`src/rtl/gpio_pkg.sv`:
```
// Shared definitions for the GPIO controller.
// Assumes word-aligned byte addressing: bits [4:2] select one of eight words.
package gpio_pkg;
    localparam int IDX_LSB = 2;
    localparam int IDX_W   = 3;

    typedef enum logic [IDX_W-1:0] {
        REG_VAL  = 3'd0,
        REG_DIR  = 3'd1,
        REG_EN   = 3'd2,
        REG_STAT = 3'd3,
        REG_PEND = 3'd4,
        REG_CLR  = 3'd5,
        REG_SEL  = 3'd6,
        REG_POL  = 3'd7
    } reg_idx_e;
endpackage

```
`src/rtl/gpio_sync.sv`:
```
// Multi-stage input synchroniser with a one-cycle history stage.
// Assumes pin_in is asynchronous. q is the settled value and q_prev is q
// one clock earlier, which the edge detector uses.
module gpio_sync #(
    parameter int W      = 32,
    parameter int STAGES = 2
) (
    input  logic         clk,
    input  logic         rst_n,
    input  logic [W-1:0] d,
    output logic [W-1:0] q,
    output logic [W-1:0] q_prev
);
    logic [W-1:0] stg [STAGES+1];

    // First stage captures the raw input.
    always_ff @(posedge clk) begin
        if (!rst_n) stg[0] <= '0;
        else        stg[0] <= d;
    end

    genvar s;
    generate
        for (s = 1; s <= STAGES; s++) begin : g_stage
            // Shift the sample one stage further.
            always_ff @(posedge clk) begin
                if (!rst_n) stg[s] <= '0;
                else        stg[s] <= stg[s-1];
            end
        end
    endgenerate

    assign q      = stg[STAGES-1];
    assign q_prev = stg[STAGES];
endmodule

```
`src/rtl/gpio_trig.sv`:
```
// Per-pin trigger evaluation, purely combinational.
// Level mode (sel=0): pol=1 active high, pol=0 active low.
// Edge mode (sel=1): pol=0 rising, pol=1 falling.
module gpio_trig #(
    parameter int W = 32
) (
    input  logic [W-1:0] cur,
    input  logic [W-1:0] prev,
    input  logic [W-1:0] sel,
    input  logic [W-1:0] pol,
    output logic [W-1:0] hit
);
    genvar i;
    generate
        for (i = 0; i < W; i++) begin : g_pin
            logic rise, fall, lvl_act, edge_act;
            // Decode both modes and pick the one the select bit names.
            always_comb begin
                rise     = cur[i] & ~prev[i];
                fall     = ~cur[i] & prev[i];
                lvl_act  = pol[i] ? cur[i] : ~cur[i];
                edge_act = pol[i] ? fall : rise;
                hit[i]   = sel[i] ? edge_act : lvl_act;
            end
        end
    endgenerate
endmodule

```
`src/rtl/gpio_regs.sv`:
```
// Register file, event latch and read path of the GPIO controller.
// Assumes one access per cycle; a read returns on the next clock.
// The event latch is W1C through the clear word, and a set wins over a clear.
module gpio_regs
    import gpio_pkg::*;
#(
    parameter int NPINS  = 32,
    parameter int ADDR_W = 5
) (
    input  logic              clk,
    input  logic              rst_n,
    input  logic [ADDR_W-1:0] bus_addr,
    input  logic              bus_we,
    input  logic [31:0]       bus_wdata,
    input  logic              bus_re,
    output logic [31:0]       bus_rdata,
    input  logic [NPINS-1:0]  pin_sync,
    input  logic [NPINS-1:0]  trig_raw,
    output logic [NPINS-1:0]  dir_q,
    output logic [NPINS-1:0]  outv_q,
    output logic [NPINS-1:0]  sel_q,
    output logic [NPINS-1:0]  pol_q,
    output logic [NPINS-1:0]  pend,
    output logic              irq
);
    reg_idx_e         idx;
    logic [NPINS-1:0] en_q;
    logic [NPINS-1:0] evt_q;
    logic [NPINS-1:0] wpins;
    logic [NPINS-1:0] clr_mask;
    logic [NPINS-1:0] rd_pins;
    logic [31:0]      rd_word;

    assign idx   = reg_idx_e'(bus_addr[IDX_LSB +: IDX_W]);
    assign wpins = bus_wdata[NPINS-1:0];

    // Control registers, each written whole from the bus.
    always_ff @(posedge clk) begin
        if (!rst_n) begin
            dir_q  <= '1;
            outv_q <= '0;
            en_q   <= '0;
            sel_q  <= '0;
            pol_q  <= '0;
        end else if (bus_we) begin
            case (idx)
                REG_VAL: outv_q <= wpins;
                REG_DIR: dir_q  <= wpins;
                REG_EN:  en_q   <= wpins;
                REG_SEL: sel_q  <= wpins;
                REG_POL: pol_q  <= wpins;
                default: ;
            endcase
        end
    end

    // Ones written to the clear word form a one-cycle clear mask.
    always_comb begin
        clr_mask = '0;
        if (bus_we && idx == REG_CLR) clr_mask = wpins;
    end

    // Event latch: a new trigger sets, a clear resets, and the set wins.
    always_ff @(posedge clk) begin
        if (!rst_n) evt_q <= '0;
        else        evt_q <= trig_raw | (evt_q & ~clr_mask);
    end

    assign pend = evt_q & en_q;
    assign irq  = |pend;

    // Select the pin-wide read value.
    always_comb begin
        case (idx)
            REG_VAL:  rd_pins = (dir_q & pin_sync) | (~dir_q & outv_q);
            REG_DIR:  rd_pins = dir_q;
            REG_EN:   rd_pins = en_q;
            REG_STAT: rd_pins = trig_raw;
            REG_PEND: rd_pins = pend;
            REG_SEL:  rd_pins = sel_q;
            REG_POL:  rd_pins = pol_q;
            default:  rd_pins = '0;
        endcase
        rd_word = 32'(rd_pins);
    end

    // Register the read data when a read is strobed.
    always_ff @(posedge clk) begin
        if (!rst_n)      bus_rdata <= '0;
        else if (bus_re) bus_rdata <= rd_word;
    end
endmodule

```
`src/rtl/gpio_irq_ctrl.sv`:
```
// Top of the GPIO controller: synchroniser, trigger logic and register file.
// Assumes NPINS is between 1 and 32 and ADDR_W is at least 5.
module gpio_irq_ctrl #(
    parameter int NPINS       = 32,
    parameter int ADDR_W      = 5,
    parameter int SYNC_STAGES = 2
) (
    input  logic              clk,
    input  logic              rst_n,
    input  logic [ADDR_W-1:0] bus_addr,
    input  logic              bus_we,
    input  logic [31:0]       bus_wdata,
    input  logic              bus_re,
    output logic [31:0]       bus_rdata,
    input  logic [NPINS-1:0]  pin_in,
    output logic [NPINS-1:0]  pin_out,
    output logic [NPINS-1:0]  pin_oe,
    output logic              irq_out
);
    logic [NPINS-1:0] s_cur, s_prev, raw;
    logic [NPINS-1:0] dir, outv, sel, pol, pend;

    gpio_sync #(.W(NPINS), .STAGES(SYNC_STAGES)) u_sync (
        .clk    (clk),
        .rst_n  (rst_n),
        .d      (pin_in),
        .q      (s_cur),
        .q_prev (s_prev)
    );

    gpio_trig #(.W(NPINS)) u_trig (
        .cur  (s_cur),
        .prev (s_prev),
        .sel  (sel),
        .pol  (pol),
        .hit  (raw)
    );

    gpio_regs #(.NPINS(NPINS), .ADDR_W(ADDR_W)) u_regs (
        .clk       (clk),
        .rst_n     (rst_n),
        .bus_addr  (bus_addr),
        .bus_we    (bus_we),
        .bus_wdata (bus_wdata),
        .bus_re    (bus_re),
        .bus_rdata (bus_rdata),
        .pin_sync  (s_cur),
        .trig_raw  (raw),
        .dir_q     (dir),
        .outv_q    (outv),
        .sel_q     (sel),
        .pol_q     (pol),
        .pend      (pend),
        .irq       (irq_out)
    );

    // A direction bit of 1 means input, so the pin is driven when the bit is 0.
    assign pin_oe  = ~dir;
    assign pin_out = outv;
endmodule

```
`config.mk`:
```
export PLATFORM = sky130hd
export DESIGN_NAME = gpio_irq_ctrl
export DESIGN_NICKNAME = d
export VERILOG_FILES = /design/src/rtl/gpio_pkg.sv /design/src/rtl/gpio_sync.sv /design/src/rtl/gpio_trig.sv /design/src/rtl/gpio_regs.sv /design/src/rtl/gpio_irq_ctrl.sv
export SDC_FILE = /design/constraint.sdc
export NUM_CORES = 1
export LEC_CHECK = 0
export BUFFER_PORTS_ARGS = -buffer_cell sky130_fd_sc_hd__buf_2
export CORE_ASPECT_RATIO = 1.4
export CORE_MARGIN = 3
export CORE_UTILIZATION = 58
export DETAILED_ROUTE_END_ITERATION = 6
export MAX_ROUTING_LAYER = met4
export PLACE_DENSITY = 0.8
export SYNTH_ARGS = -nofsm -noshare
export SYNTH_HDL_FRONTEND = slang
export SYNTH_SLANG_ARGS = --single-unit
export TNS_END_PERCENT = 100
```
`constraint.sdc`:
```
create_clock -name clk -period 1.77 [get_ports clk]
set_clock_uncertainty 0.15 [all_clocks]
set_input_delay 0.0885 -clock clk [delete_from_list [all_inputs] [get_ports clk]]
set_output_delay 0.0885 -clock clk [all_outputs]
set_load 0.05 [all_outputs]
```
======== Word-level counts from Yosys, hierarchy flattened ========
Memories as Yosys holds them, arrays and structs flattened.
Index checks and enable logic that the tools add are counted.
word-level totals
  memory bits (writable) .................. 96
  bits in registers ....................... 224
  output and inout bits ................... 97
  word-level logic and storage cells ...... 265
  memories ................................ 1
cells by class
  bitwise operators ....................... 139
  reduce and logical (&&, ||, !) cells .... 8
  multiplexer cells ....................... 103
  equality and inequality tests ........... 7
memories
  name        words  width  rd ports  clocked after memory_dff  wr ports  RTL line         text
  u_sync.stg  3      32     3         0                         3         gpio_sync.sv:14  logic [W-1:0] stg [STAGES+1];
operators by type and width
  kind                  number
  $pmux W32 S7          1
  $and A32 B32 Y32      4
  $mux W32              4
  $mux W1               98
  $and A1 B1 Y1         64
  $not A1 Y1            64
  $not A32 Y32          2
  $or A32 B32 Y32       2
  $reduce_or A32 Y1     1
  $eq A3 B3 Y1 const B  4
  $reduce_and A2 Y1     5
  $eq A3 B2 Y1 const B  2
  $eq A3 B1 Y1 const B  1
  $logic_not A3 Y1      1
  $or A1 B1 Y1          3
  $logic_and A1 B1 Y1   1

======== Longest topological paths before layout ========
  depth in word-level cells ............... 6
  gate-level depth with buffers ........... 7
  depth with buffers taken out ............ 4

======== Cells and area by module ========
Synthesis repeated with hierarchy kept, for this count alone.
second synthesis, totals
  cells, all modules ...................... 1737
  area, all modules ....................... 14072.2 sq um
by module, submodules not included
  module         area an instance (sq um)  times used  sequential area each (sq um)  cells each
  gpio_regs      10067.2                   1           4484.3                        1343
  gpio_sync      2603.7                    1           1921.8                        202
  gpio_trig      1281.2                    1           0.0                           160
  gpio_irq_ctrl  120.1                     1           0.0                           32

======== Least setup slack after synthesis ========
OpenSTA, ideal clock, no wires.
  path type ............................... register to output
  from .................................... reg u_regs.evt_q[28]
  to ...................................... out irq_out
  required time ........................... 1.531 ns
  path slack .............................. 0.197 ns
  cell stages (with the launch flop) ...... 4
  arrival ................................. 1.335 ns
  buffers on the path ..................... 0
  cells stage by stage .................... dfxtp_1 a22oi_1 nand4_1 or4_1
on the way
  word-level cells in the longest chain between the ends .. 2
ends and longest elaborated chain
  what                    RTL line             text
  start, declared         gpio_regs.sv:28      logic [NPINS-1:0] evt_q;
  start signal, assigned  gpio_regs.sv:66      else evt_q <= trig_raw | (evt_q & ~clr_mask);
  $and A32 B32 Y32        gpio_regs.sv:69      assign pend = evt_q & en_q;
  $reduce_or A32 Y1       gpio_regs.sv:70      assign irq = |pend;
  end, declared           gpio_irq_ctrl.sv:18  output logic irq_out
No other way between the ends.

======== Worst setup path after layout ========
  from .................................... reg u_regs.evt_q[16]
  to ...................................... out irq_out
The elaborated chain is that of the path after synthesis.

==> tab_implementation.tex <==
\begin{tabular}{lr}
\hline
Metric & Value \\
\hline
\multicolumn{2}{l}{\textbf{Place}} \\
Routability congestion estimate from global placement & 0.899 \\
Count of buffers inserted at the top-level ports & between 150 and 200 \\
Post-placement setup slack & 25.2 ps \\
Total placed instance area & 15100 um\^{}2 \\
HPWL after detailed placement & 26400 um \\
\multicolumn{2}{l}{\textbf{Synth}} \\
Simple-gate share of the synthesized area & slightly above 20\% \\
Post-Syn Nets & 1641 \\
Count of unique library cells instantiated by Yosys & just over 40 \\
Synthesized-area fraction occupied by adder cells & 0\% \\
Largest area contributor in the netlist & sky130\_fd\_sc\_hd\_\_dfxtp\_1 \\
Multiplexer area fraction after synthesis & 2.62\% \\
Syn Area/Cell & between 8 and 9 um\^{}2 \\
Async S/R FF share, synth & 0\% \\
Compound-gate portion of the synthesized area & 25.4\% \\
Prevailing post-synth register cell & sky130\_fd\_sc\_hd\_\_dfxtp\_1 \\
Post-Synth XOR/XNOR Area & less than 1\% \\
Number of synthesized register bits & 320 \\
Number of synthesis warnings & 0 \\
Leading cell types by total area after synthesis & sky130\_fd\_sc\_hd\_\_dfxtp\_1 (47\%), sky130\_fd\_sc\_hd\_\_nand2\_1 (8.8\%), sky130\_fd\_sc\_hd\_\_a21oi\_1 (5.9\%) \\
Mapped Cells & 1568 \\
Dominant combinational cell family by area after synthesis & compound AO/OA/AOI/OAI gates \\
Share of the synthesized area in the top cell type & 46.6\% \\
Count of flip-flops with a built-in enable after synthesis & 0 \\
Cell area after synthesis & 13700 um\^{}2 \\
Sequential-to-total area share from yosys stat & 46.6\% \\
\multicolumn{2}{l}{\textbf{Layout}} \\
Combined area of the multi-input logic cells & around 6800 um\^{}2 \\
Fraction of layout instances using a drive strength above 1 & between 20\% and 30\% \\
\# nets final & $\sim$1800 \\
ANT cells & 0 \\
Area added between synthesis and finish & 22.7\% \\
Fillcell total & 1725 \\
Final standard cell area without fillers & 16900 um\^{}2 \\
Area occupied by registers & 6420 um\^{}2 \\
\multicolumn{2}{l}{\textbf{Setup path}} \\
Startpoint types & register \\
Required @ worst endpoint & 1530 ps \\
Worst Path Arrival & 1960 ps \\
Worst setup path class & reg2out \\
Critical Path Fanout Max & 3 \\
Reg2reg setup slack & 270 ps \\
Setup crit end kind & output pin \\
\multicolumn{2}{l}{\textbf{Floorplan}} \\
Initial Utilization & 59.0\% \\
Die Y & about 190 um \\
Width of the die & 136 um \\
Total die area & 25600 um\^{}2 \\
Number of top-level pins & 170 \\
Row count & 66 \\
Core region area & 23300 um\^{}2 \\
\multicolumn{2}{l}{\textbf{STA}} \\
Timing-limited maximum frequency & 454 MHz \\
Period utilisation layout & 124\% \\
Actual transition at the worst max-transition pin & just over 700 ps \\
Final-report max-slew violation count & 0 \\
Total negative slack & -431 ps \\
Worst setup slack after layout & -431 ps \\
Normalized max-slew margin & 52.5\% \\
Unrepaired setup endpoints after global routing & true \\
Final setup violating endpoints & 1 \\
Final Hold Viols & 0 \\
Fin crit period & $\sim$2200 ps \\
\multicolumn{2}{l}{\textbf{Status}} \\
Failing checks & DRC, setup timing \\
Result of the run & finished with violations \\
\multicolumn{2}{l}{\textbf{CTS}} \\
Worst skew pair latency & 570 ps \\
CTS tree & yes \\
Number of levels the H-tree was split into & 1 \\
Clock root buffer master & sky130\_fd\_sc\_hd\_\_clkbuf\_16 \\
Clock-pin slew on the worst setup and hold paths & roughly 70 ps \\
Total clock buffers created by CTS & 31 \\
Sink count of the clock tree & 320 \\
Number of buffers on the longest clock path & 3 \\
\multicolumn{2}{l}{\textbf{Global route}} \\
Wire length of the first global-routing pass & 65900 um \\
Overall track demand over capacity in global routing & 32.6\% \\
GRT Residual Overflow & 0 \\
Via count of the first global-routing pass & 12700 \\
Number of antenna violations at the first check in global routing & 0 \\
Largest net degree at the start of global routing & $\sim$160 \\
\multicolumn{2}{l}{\textbf{Detailed routing}} \\
Routed wire length & 41800 um \\
Total via count in the routed design & 12900 \\
WL per Instance & roughly 20 um \\
Starting DRC count in detailed routing & 1145 \\
First drt pass iteration count & 7 \\
Routed via count divided by cell count & roughly 6 \\
Remaining antenna violation count after routing & 0 \\
DRC violations left & 4 \\
\multicolumn{2}{l}{\textbf{Power and ir drop}} \\
Power density over the cells & 963 nW/um\^{}2 \\
Leakage & 6.47 nW \\
Tot Pwr & 16.2 mW \\
Largest vdd supply drop & roughly 800 uV \\
\multicolumn{2}{l}{\textbf{Job}} \\
Count of maximum capacitance violations & 0 \\
\multicolumn{2}{l}{\textbf{Min path}} \\
Worst min-delay path class & in2reg \\
\hline
\end{tabular}
[sequential cells by signal, indices dropped and copies added, names as in the netlist]
signal            cells
u_regs.evt_q         32
u_regs.en_q          32
u_regs.dir_q         32
u_regs.outv_q        32
u_regs.sel_q         32
u_regs.pol_q         32
u_sync.stg           96
u_regs.bus_rdata     32
[path summary, 6_finish.rpt]
check        cells past startpoint                                 to                    startpoint
max                              4                            irq_out   u_regs.evt_q[16]$_SDFF_PN0_
min reg2reg                      1       u_sync.stg[1][12]$_SDFF_PN0_  u_sync.stg[0][12]$_SDFF_PN0_
min                              4  u_regs.bus_rdata[29]$_SDFFE_PN0P_                   bus_addr[2]
max reg2reg                      4   u_regs.bus_rdata[6]$_SDFFE_PN0P_   u_sync.stg[1][6]$_SDFF_PN0_
[cell type report]
type | count | share of cell area, %
Timing Repair Buffer | 284 | 12.5
Multi-Input combinational cell | 1102 | 40.2
Sequential cell | 320 | 38.1
Clock buffer | 40 | 5.10
Inverter | 35 | 0.794
Tap cell | 306 | 2.27
Clock inverter | 16 | 1.02
[cell usage in the layout, fill, tap and decap left out, types with 32 or more instances in the layout]
cell type,Yosys,final
sky130_fd_sc_hd__buf_2,49,165
sky130_fd_sc_hd__and2_1,98,98
sky130_fd_sc_hd__mux2_2,32,32
sky130_fd_sc_hd__nand2_1,322,322
sky130_fd_sc_hd__o21ai_0,32,32
sky130_fd_sc_hd__dlygate4sd3_1,0,68
sky130_fd_sc_hd__a31oi_1,32,32
sky130_fd_sc_hd__nand3b_1,62,62
sky130_fd_sc_hd__o21a_1,32,32
sky130_fd_sc_hd__nand2b_1,65,65
sky130_fd_sc_hd__o211ai_1,33,33
sky130_fd_sc_hd__a21oi_1,161,161
sky130_fd_sc_hd__inv_1,35,34
sky130_fd_sc_hd__buf_4,3,33
sky130_fd_sc_hd__dfxtp_1,320,311
[worst max-delay path: stages (launching register included)]
cell,delay [ps]
sky130_fd_sc_hd__dfxtp_1,340
sky130_fd_sc_hd__a22oi_1,210
sky130_fd_sc_hd__nand4_1,120
sky130_fd_sc_hd__or4_4,570
sky130_fd_sc_hd__buf_8,170
[synthesized netlist by cell type, types with 7 or more instances]
cell type and count:
sky130_fd_sc_hd__a21boi_0 20, sky130_fd_sc_hd__a31oi_1 32, sky130_fd_sc_hd__mux2_2 32, sky130_fd_sc_hd__a2bb2oi_1 31
sky130_fd_sc_hd__o211ai_1 33, sky130_fd_sc_hd__inv_1 35, sky130_fd_sc_hd__o21ba_2 31, sky130_fd_sc_hd__a22oi_1 16
sky130_fd_sc_hd__a22o_1 31, sky130_fd_sc_hd__dfxtp_1 320, sky130_fd_sc_hd__o21ai_0 32, sky130_fd_sc_hd__and2_1 98
sky130_fd_sc_hd__o21a_1 32, sky130_fd_sc_hd__a21boi_1 12, sky130_fd_sc_hd__nor2_1 7, sky130_fd_sc_hd__nand2_1 322
sky130_fd_sc_hd__clkbuf_1 57, sky130_fd_sc_hd__nand3b_1 62, sky130_fd_sc_hd__a21oi_1 161, sky130_fd_sc_hd__nand2b_1 65
sky130_fd_sc_hd__a222oi_1 31, sky130_fd_sc_hd__a32oi_1 31, sky130_fd_sc_hd__buf_2 49
[metal layers]
metal | GRT usage [%] | vias to the layer above | part of all wire (%)
met5 | - | - | 0
met4 | 11.7 | 0 | 3.3
met3 | 4.29 | 135 | 8.1
met2 | 55.0 | 670 | 50
met1 | 39.9 | 6162 | 38
li1 | - | 5959 | -
[logic make-up after synthesis]
| logic type | after synthesis |
|---|---|
| compound gates | 496 |
| xor+xnor | 1 |
| simple gates | 573 |
| buf+inv | 146 |
| mux | 32 |
| flops | 320 |
[per-stage QoR]
step	util, %	instances	hold slack (ps)
6_report	72.4	2103	23.8
2_1_floorplan	-	1568	60.2
5_1_grt	72.4	2103	56.0
4_1_cts	72.4	2103	9.91
3_3_place_gp	64.7	1978	143
3_5_place_dp	64.7	1978	146
[timing repair]
action,4_1_cts,5_1_grt
buffers inserted,1,0
hold buffers,68,0
resized for setup,17,5
hold endpoints to repair,256,0
endpoints found under the setup margin,1,1
pin swaps,4,1
[report_power, final]
part	internal, mW	total [mW]	switching [mW]
combinational	0.756	1.86	1.10
sequential	7.47	7.70	0.237
clock	3.86	6.68	2.82
Note: power is estimated with default switching activity, not from simulation.
